`src/rtl/fdrx_pkg.sv`:
```
package fdrx_pkg;
  typedef enum logic [0:0] {
    RX_IDLE = 1'b0,
    RX_BUSY = 1'b1
  } rx_state_e;
endpackage

```
`src/rtl/fdrx_sync.sv`:
```
module fdrx_sync #(
  parameter int   STAGES    = 2,
  parameter logic RESET_VAL = 1'b1
) (
  input  logic clk,
  input  logic rst_n,
  input  logic d_i,
  output logic q_o
);
  logic [STAGES-1:0] chain_q;
  logic [STAGES-1:0] chain_d;

  always_comb begin
    chain_d = {chain_q[STAGES-2:0], d_i};
  end

  always_ff @(posedge clk or negedge rst_n) begin
    if (!rst_n) chain_q <= {STAGES{RESET_VAL}};
    else        chain_q <= chain_d;
  end

  assign q_o = chain_q[STAGES-1];
endmodule

```
`src/rtl/fdrx_bit_timer.sv`:
```
module fdrx_bit_timer #(
  parameter int INT_W  = 4,
  parameter int FRAC_W = 8
) (
  input  logic              clk,
  input  logic              rst_n,
  input  logic              tick_i,
  input  logic              arm_i,
  input  logic              run_i,
  input  logic [INT_W-1:0]  div_int_i,
  input  logic [FRAC_W-1:0] div_frac_i,
  output logic              sample_o
);
  localparam int CNT_W  = INT_W + 1;
  localparam int FULL_W = INT_W + FRAC_W;

  logic [CNT_W-1:0]  cnt_q, cnt_d;
  logic [FRAC_W-1:0] acc_q, acc_d;
  logic [FULL_W-1:0] half_full;
  logic [CNT_W-1:0]  first_wait;
  logic [CNT_W-1:0]  reload;
  logic [FRAC_W:0]   acc_sum;
  logic              carry;

  always_comb begin
    half_full  = {div_int_i, div_frac_i} >> (FRAC_W + 1);
    first_wait = (half_full[CNT_W-1:0] == '0) ? CNT_W'(1) : half_full[CNT_W-1:0];
    acc_sum    = {1'b0, acc_q} + {1'b0, div_frac_i};
    carry      = acc_sum[FRAC_W];
    reload     = {1'b0, div_int_i} + {{(CNT_W-1){1'b0}}, carry};
    sample_o   = run_i && tick_i && (cnt_q <= CNT_W'(1));

    cnt_d = cnt_q;
    acc_d = acc_q;
    if (arm_i) begin
      cnt_d = first_wait;
      acc_d = '0;
    end else if (run_i && tick_i) begin
      if (cnt_q <= CNT_W'(1)) begin
        cnt_d = reload;
        acc_d = acc_sum[FRAC_W-1:0];
      end else begin
        cnt_d = cnt_q - CNT_W'(1);
      end
    end
  end

  always_ff @(posedge clk or negedge rst_n) begin
    if (!rst_n) begin
      cnt_q <= '0;
      acc_q <= '0;
    end else begin
      cnt_q <= cnt_d;
      acc_q <= acc_d;
    end
  end

  // after each sample the next period is the integer divisor or one more
  assert_reload_choice_R4: assert property (@(posedge clk) disable iff (!rst_n)
    (sample_o && !arm_i && $stable(div_int_i)) |=>
      (cnt_q == {1'b0, $past(div_int_i)} || cnt_q == ({1'b0, $past(div_int_i)} + CNT_W'(1))));

  // a newly armed frame never waits zero ticks
  assert_first_wait_R3: assert property (@(posedge clk) disable iff (!rst_n)
    arm_i |=> (cnt_q != '0));
endmodule

```
`src/rtl/fdrx_frame.sv`:
```
module fdrx_frame
  import fdrx_pkg::*;
#(
  parameter int DATA_W = 8
) (
  input  logic              clk,
  input  logic              rst_n,
  input  logic              tick_i,
  input  logic              line_i,
  input  logic              sample_i,
  output logic              arm_o,
  output logic              run_o,
  output logic [DATA_W-1:0] data_o,
  output logic              perr_o,
  output logic              ferr_o,
  output logic              valid_o
);
  localparam int IDX_W   = $clog2(DATA_W + 3);
  localparam int PAR_IDX = DATA_W + 1;

  rx_state_e         state_q, state_d;
  logic [IDX_W-1:0]  idx_q, idx_d;
  logic [DATA_W-1:0] sh_q, sh_d;
  logic              pbit_q, pbit_d;
  logic              prev_q, prev_d;
  logic [DATA_W-1:0] data_d;
  logic              perr_d, ferr_d, valid_d;

  always_comb begin
    arm_o   = (state_q == RX_IDLE) && tick_i && prev_q && !line_i;
    run_o   = (state_q == RX_BUSY);
    state_d = state_q;
    idx_d   = idx_q;
    sh_d    = sh_q;
    pbit_d  = pbit_q;
    prev_d  = tick_i ? line_i : prev_q;
    data_d  = data_o;
    perr_d  = perr_o;
    ferr_d  = ferr_o;
    valid_d = 1'b0;

    if (arm_o) begin
      state_d = RX_BUSY;
      idx_d   = '0;
    end else if (sample_i) begin
      if (idx_q == '0) begin
        if (line_i) state_d = RX_IDLE;
        else        idx_d   = IDX_W'(1);
      end else if (idx_q <= IDX_W'(DATA_W)) begin
        sh_d  = {line_i, sh_q[DATA_W-1:1]};
        idx_d = idx_q + IDX_W'(1);
      end else if (idx_q == IDX_W'(PAR_IDX)) begin
        pbit_d = line_i;
        idx_d  = idx_q + IDX_W'(1);
      end else begin
        data_d  = sh_q;
        perr_d  = ^{sh_q, pbit_q};
        ferr_d  = !line_i;
        valid_d = 1'b1;
        state_d = RX_IDLE;
      end
    end
  end

  always_ff @(posedge clk or negedge rst_n) begin
    if (!rst_n) begin
      state_q <= RX_IDLE;
      idx_q   <= '0;
      sh_q    <= '0;
      pbit_q  <= 1'b0;
      prev_q  <= 1'b1;
      data_o  <= '0;
      perr_o  <= 1'b0;
      ferr_o  <= 1'b0;
      valid_o <= 1'b0;
    end else begin
      state_q <= state_d;
      idx_q   <= idx_d;
      sh_q    <= sh_d;
      pbit_q  <= pbit_d;
      prev_q  <= prev_d;
      data_o  <= data_d;
      perr_o  <= perr_d;
      ferr_o  <= ferr_d;
      valid_o <= valid_d;
    end
  end

  // completion strobe lasts a single cycle
  assert_valid_pulse_R10: assert property (@(posedge clk) disable iff (!rst_n)
    valid_o |=> !valid_o);

  // completion only follows a slow-tick cycle
  assert_valid_after_tick_R10: assert property (@(posedge clk) disable iff (!rst_n)
    valid_o |-> $past(tick_i));

  // results hold between completions
  assert_results_hold_R10: assert property (@(posedge clk) disable iff (!rst_n)
    !valid_o |-> $stable({data_o, perr_o, ferr_o}));

  // a frame opens only while the line is low
  assert_open_on_low_R2: assert property (@(posedge clk) disable iff (!rst_n)
    $rose(run_o) |-> !$past(line_i));
endmodule

```
`src/rtl/fracdiv_uart_rx.sv`:
```
module fracdiv_uart_rx #(
  parameter int DIV_INT_W   = 4,
  parameter int DIV_FRAC_W  = 8,
  parameter int DATA_W      = 8,
  parameter int SYNC_STAGES = 2
) (
  input  logic                  clk,
  input  logic                  rst_n,
  input  logic                  tick_32k,
  input  logic                  rx_serial,
  input  logic [DIV_INT_W-1:0]  div_int,
  input  logic [DIV_FRAC_W-1:0] div_frac,
  output logic [DATA_W-1:0]     rx_data,
  output logic                  parity_err,
  output logic                  frame_err,
  output logic                  rx_valid
);
  logic rst_n_s;
  logic line_s;
  logic arm, run, sample;

  fdrx_sync #(.STAGES(SYNC_STAGES), .RESET_VAL(1'b0)) u_rst_sync (
    .clk(clk), .rst_n(rst_n), .d_i(1'b1), .q_o(rst_n_s)
  );

  fdrx_sync #(.STAGES(SYNC_STAGES), .RESET_VAL(1'b1)) u_line_sync (
    .clk(clk), .rst_n(rst_n_s), .d_i(rx_serial), .q_o(line_s)
  );

  fdrx_bit_timer #(.INT_W(DIV_INT_W), .FRAC_W(DIV_FRAC_W)) u_timer (
    .clk(clk), .rst_n(rst_n_s), .tick_i(tick_32k), .arm_i(arm), .run_i(run),
    .div_int_i(div_int), .div_frac_i(div_frac), .sample_o(sample)
  );

  fdrx_frame #(.DATA_W(DATA_W)) u_frame (
    .clk(clk), .rst_n(rst_n_s), .tick_i(tick_32k), .line_i(line_s),
    .sample_i(sample), .arm_o(arm), .run_o(run), .data_o(rx_data),
    .perr_o(parity_err), .ferr_o(frame_err), .valid_o(rx_valid)
  );
endmodule

```
`config.mk`:
```
export PLATFORM = sky130hd
export DESIGN_NAME = fracdiv_uart_rx
export DESIGN_NICKNAME = d
export VERILOG_FILES = /design/src/rtl/fdrx_pkg.sv /design/src/rtl/fdrx_sync.sv /design/src/rtl/fdrx_bit_timer.sv /design/src/rtl/fdrx_frame.sv /design/src/rtl/fracdiv_uart_rx.sv
export SDC_FILE = /design/constraint.sdc
export NUM_CORES = 1
export LEC_CHECK = 0
export ABC_CLOCK_PERIOD_IN_PS = 1480
export BUFFER_PORTS_ARGS = -buffer_cell sky130_fd_sc_hd__buf_2
export CORE_MARGIN = 5
export CORE_UTILIZATION = 35
export DETAILED_ROUTE_END_ITERATION = 8
export PLACE_DENSITY = 0.55
export SLEW_MARGIN = 20
export SYNTH_ARGS = -nofsm -noshare
export SYNTH_HDL_FRONTEND = slang
export SYNTH_SLANG_ARGS = --single-unit
```
`constraint.sdc`:
```
create_clock -name clk -period 1.48 [get_ports clk]
set_clock_uncertainty 0.15 [all_clocks]
set_input_delay 0.074 -clock clk [delete_from_list [all_inputs] [get_ports clk]]
set_output_delay 0.074 -clock clk [all_outputs]
set_load 0.01 [all_outputs]
```
==> flow_summary.yaml <==
cells_and_area:
  area_delta_synth_final_pct: 55.3
  drive_above_1_share: 0.535
  fill_cells: 576
  diodes: 0
  layout.nets: 349
power_and_ir_drop:
  cellLeakagePower_nw: 1.76
  netSwitchingFraction: 0.355
  clkPwrFrac: 0.153
  max-vdd-ir-drop_v: 0.000646
  combPwrFrac: 0.593
  power_density_nw_per_um2: 1970
  p_int_mw: 4.68
  switchingPower_mw: 2.58
  seqPwrFrac: 0.254
floorplan:
  core.rowCount: 30
  die_area_um2: 8520
  initial_utilization: 0.355
  ioPinCount: 27
  fp.dieW_um: 92.3
  coreArea_um2: 6680
  die_height_um: 92.3
sta:
  maxSlewHeadroom: 0.624
  slew_violations: 0
  setup_ws_ns: -1.11
  timing.hold.ws_ns: -0.0143
  setup_viol: 38
  rsz0062_at_grt: "yes"
  worst_pin_slew_ns: 0.561
  hold_viol_final: 1
  timing.final.crit_share: 1.75
  fin_crit_ns: 2.59
  max_freq_ghz: 0.386
setup_path:
  cp-start-kind: "flop"
  crit_path_end_kind: "flop"
  cp_common_cell: "ha_4"
  critPathMaxFanout: 2
  slowest_stage: "dfrtp_1"
  critPathTopFamily: "adder cells"
  worstPathRequired_ns: 1.52
  crit_type: "reg -> reg"
  crit_chain: "ha_2, fa_2, a211oi_2, o21bai_2, a21oi_2, o21ai_2, ha_4, ha_4, nor3_2, a211oi_1, a221o_1"
  cp.arrival_ns: 2.63
  startpoint: "u_timer.acc_q[0]"
  rr_startpoint: "u_timer.acc_q[0]"
  crit_buf_inv: 0
  max_stage_delay_ns: 0.39
min_path:
  hp-start: "div_frac[0]"
  min_path_type: "in -> reg"
flow_run:
  maxCapViolations: 0
yosys:
  synth.avg_cell_area_um2: 11.3
  syn_nets: 242
  async_flop_share: 1.00
  yosysSeqAreaShare: 0.455
  synth_cell_type_count: 49
  yosys_most_used_dff: "dfrtp_1"
  synth_edf_count: 0
  ys_warn_count: 0
  syn_area_um2: 2370
  ys_seq_elements: 43
  synth_cells: 210
clocking:
  cts_root_buf: "clkbuf_8"
  cts_tree: "built"
  clk_latency_ns: 0.30
  clock_sinks: 43
  path_clk_slew_ns: 0.09
  numCtsBuffers: 5
  h-tree-depth: 2
  cts_hold_buf: 6
  clockBufferDepth: 2
global_routing:
  grt_pass1_wl_mm: 9.71
  antenna_found_initial: 0
  track_usage: 0.142
  gr-total-overflow: 0
  grt_max_degree: 20
  grt_pass1_vias: 2002
placed_design:
  gp_congestion: 0.832
  pre_cts_slack_ns: -1.27
  io_buffers: 26
  dp_hpwl_mm: 4.05
drt:
  wl_per_cell_um: 14.5
  wirelength_mm: 5.76
  first_iter_violations: 82
  vias_per_cell: 5.01
  ant_nets: 0
  drc: 0
  vias: 1994
  firstDrtPassIters: 4
run_status:
  outcome: "finished, violations left"
  violations: "negative hold slack, negative setup slack"
[cell usage after synthesis, types with 2 or more instances]
master,instances,area share
xor2_1,6,0.022
dfstp_2,3,0.033
a32o_1,3,0.013
dfrtp_1,40,0.42
o21a_1,2,0.0063
a211oi_1,4,0.013
o211ai_1,3,0.0095
mux2_2,19,0.090
a21oi_1,9,0.019
a21o_1,2,0.0063
a41o_1,3,0.013
xnor2_1,6,0.022
clkbuf_1,3,0.0047
nor2_1,6,0.0095
nand2_1,13,0.021
o21ai_0,12,0.025
o2111ai_1,2,0.0074
nand4b_1,2,0.0074
inv_1,10,0.016
or3_1,2,0.0053
nand3_1,12,0.025
ha_1,15,0.079
nor3_1,3,0.0063
mux2i_1,3,0.013
o21bai_1,2,0.0063
buf_2,2,0.0042
[power by group through the flow]
| stage | clock network (mW) | logic [mW] | registers, mW |
|---|---|---|---|
| 2_1_floorplan | 0 | 2.09 | 1.91 |
| 3_3_place_gp | 0 | 3.66 | 1.84 |
| 3_5_place_dp | 0 | 3.69 | 1.86 |
| 4_1_cts | 1.14 | 4.11 | 1.85 |
| 5_1_grt | 1.19 | 4.72 | 1.91 |
| 6_report | 1.11 | 4.31 | 1.84 |
[routing by layer]
metal,global-route usage,wire (µm),vias up
met3,0.0284,165,6
met4,0.0297,52,0
li1,-,-,997
met5,0,0,-
met2,0.242,2880,29
met1,0.186,2660,962
[flip-flops by register name, summed over array words and instances, names as in the netlist]
| name | cells |
|---|---|
| u_timer.acc_q | 8 |
| u_frame.prev_q | 1 |
| u_line_sync.chain_q | 2 |
| u_timer.cnt_q | 5 |
| u_frame.run_o | 1 |
| u_frame.pbit_q | 1 |
| u_rst_sync.chain_q | 2 |
| u_frame.idx_q | 4 |
| u_frame.valid_o | 1 |
| u_frame.perr_o | 1 |
| u_frame.ferr_o | 1 |
| u_frame.sh_q | 8 |
| u_frame.data_o | 8 |
[layout make-up]
type / count / area [µm²] / share of cell area
multi-input cells: 151 / 1490 / 0.406
clock inverters: 2 / 60.1 / 0.0163
flip-flops and latches: 43 / 1080 / 0.293
clock buffers: 6 / 72.6 / 0.0197
inverters: 10 / 37.5 / 0.0102
repair buffers: 106 / 838 / 0.228
well taps: 80 / 100 / 0.0272
[placed cells by master (no fill, tap or decap), drive strengths merged, types with 4 or more instances in the layout]
master and count:
nand2 13, ha 15, nand3 12, a211oi 4
dfrtp 40, xnor2 6, xor2 6, dlygate4sd3 6
nor3 4, inv 10, clkbuf 7, buf 99
mux2 19, nor2 6, a21oi 9, o21ai 13
[logic make-up after synthesis]
group,synth area share
simple gates,0.116
buf+inv,0.0295
mux,0.103
flops,0.455
xor+xnor,0.0538
compound gates,0.154
other cells,0.00158
fa+ha+maj,0.0876
[metrics by stage]
| stage | power (mW) | setup TNS, ns | util | cells | cell area [µm²] |
|---|---|---|---|---|---|
| floorplan | 4.01 | -23.15 | - | 210 | 2490 |
| global placement | 5.50 | -22.81 | 0.480 | 376 | 3210 |
| detailed placement | 5.55 | -23.61 | 0.480 | 376 | 3210 |
| CTS | 7.09 | -22.40 | 0.537 | 396 | 3590 |
| global route | 7.81 | -25.31 | 0.551 | 398 | 3680 |
| finish | 7.26 | -22.49 | 0.551 | 398 | 3680 |
[repair_timing]
item	CTS	global route
hold endpoints to repair	7	1
gates cloned	1	0
pin swaps	15	13
setup endpoints to repair	38	38
setup buffers	5	4
gates resized for setup	23	25
[worst paths after layout]
path / endpoint / slack, ns / depth (start not counted)
worst min register to register: u_frame.run_o / 0.03 / 0
max in group asynchronous: u_rst_sync.chain_q[1] / 0.58 / 3
min in group asynchronous: u_frame.run_o / 0.03 / 0
worst min-delay path: u_timer.acc_q[0] / -0.01 / 4
worst max register to register: u_timer.cnt_q[1] / -1.11 / 11
worst max-delay path: u_timer.cnt_q[1] / -1.11 / 11
[worst register-to-register path: stages (launching register included)]
cell	delay (ns)
dfrtp_1	0.39
ha_2	0.19
fa_2	0.35
a211oi_2	0.21
o21bai_2	0.10
a21oi_2	0.17
o21ai_2	0.10
ha_4	0.18
ha_4	0.21
nor3_2	0.10
a211oi_1	0.06
a221o_1	0.28
Power figures use the tool's default switching activity.
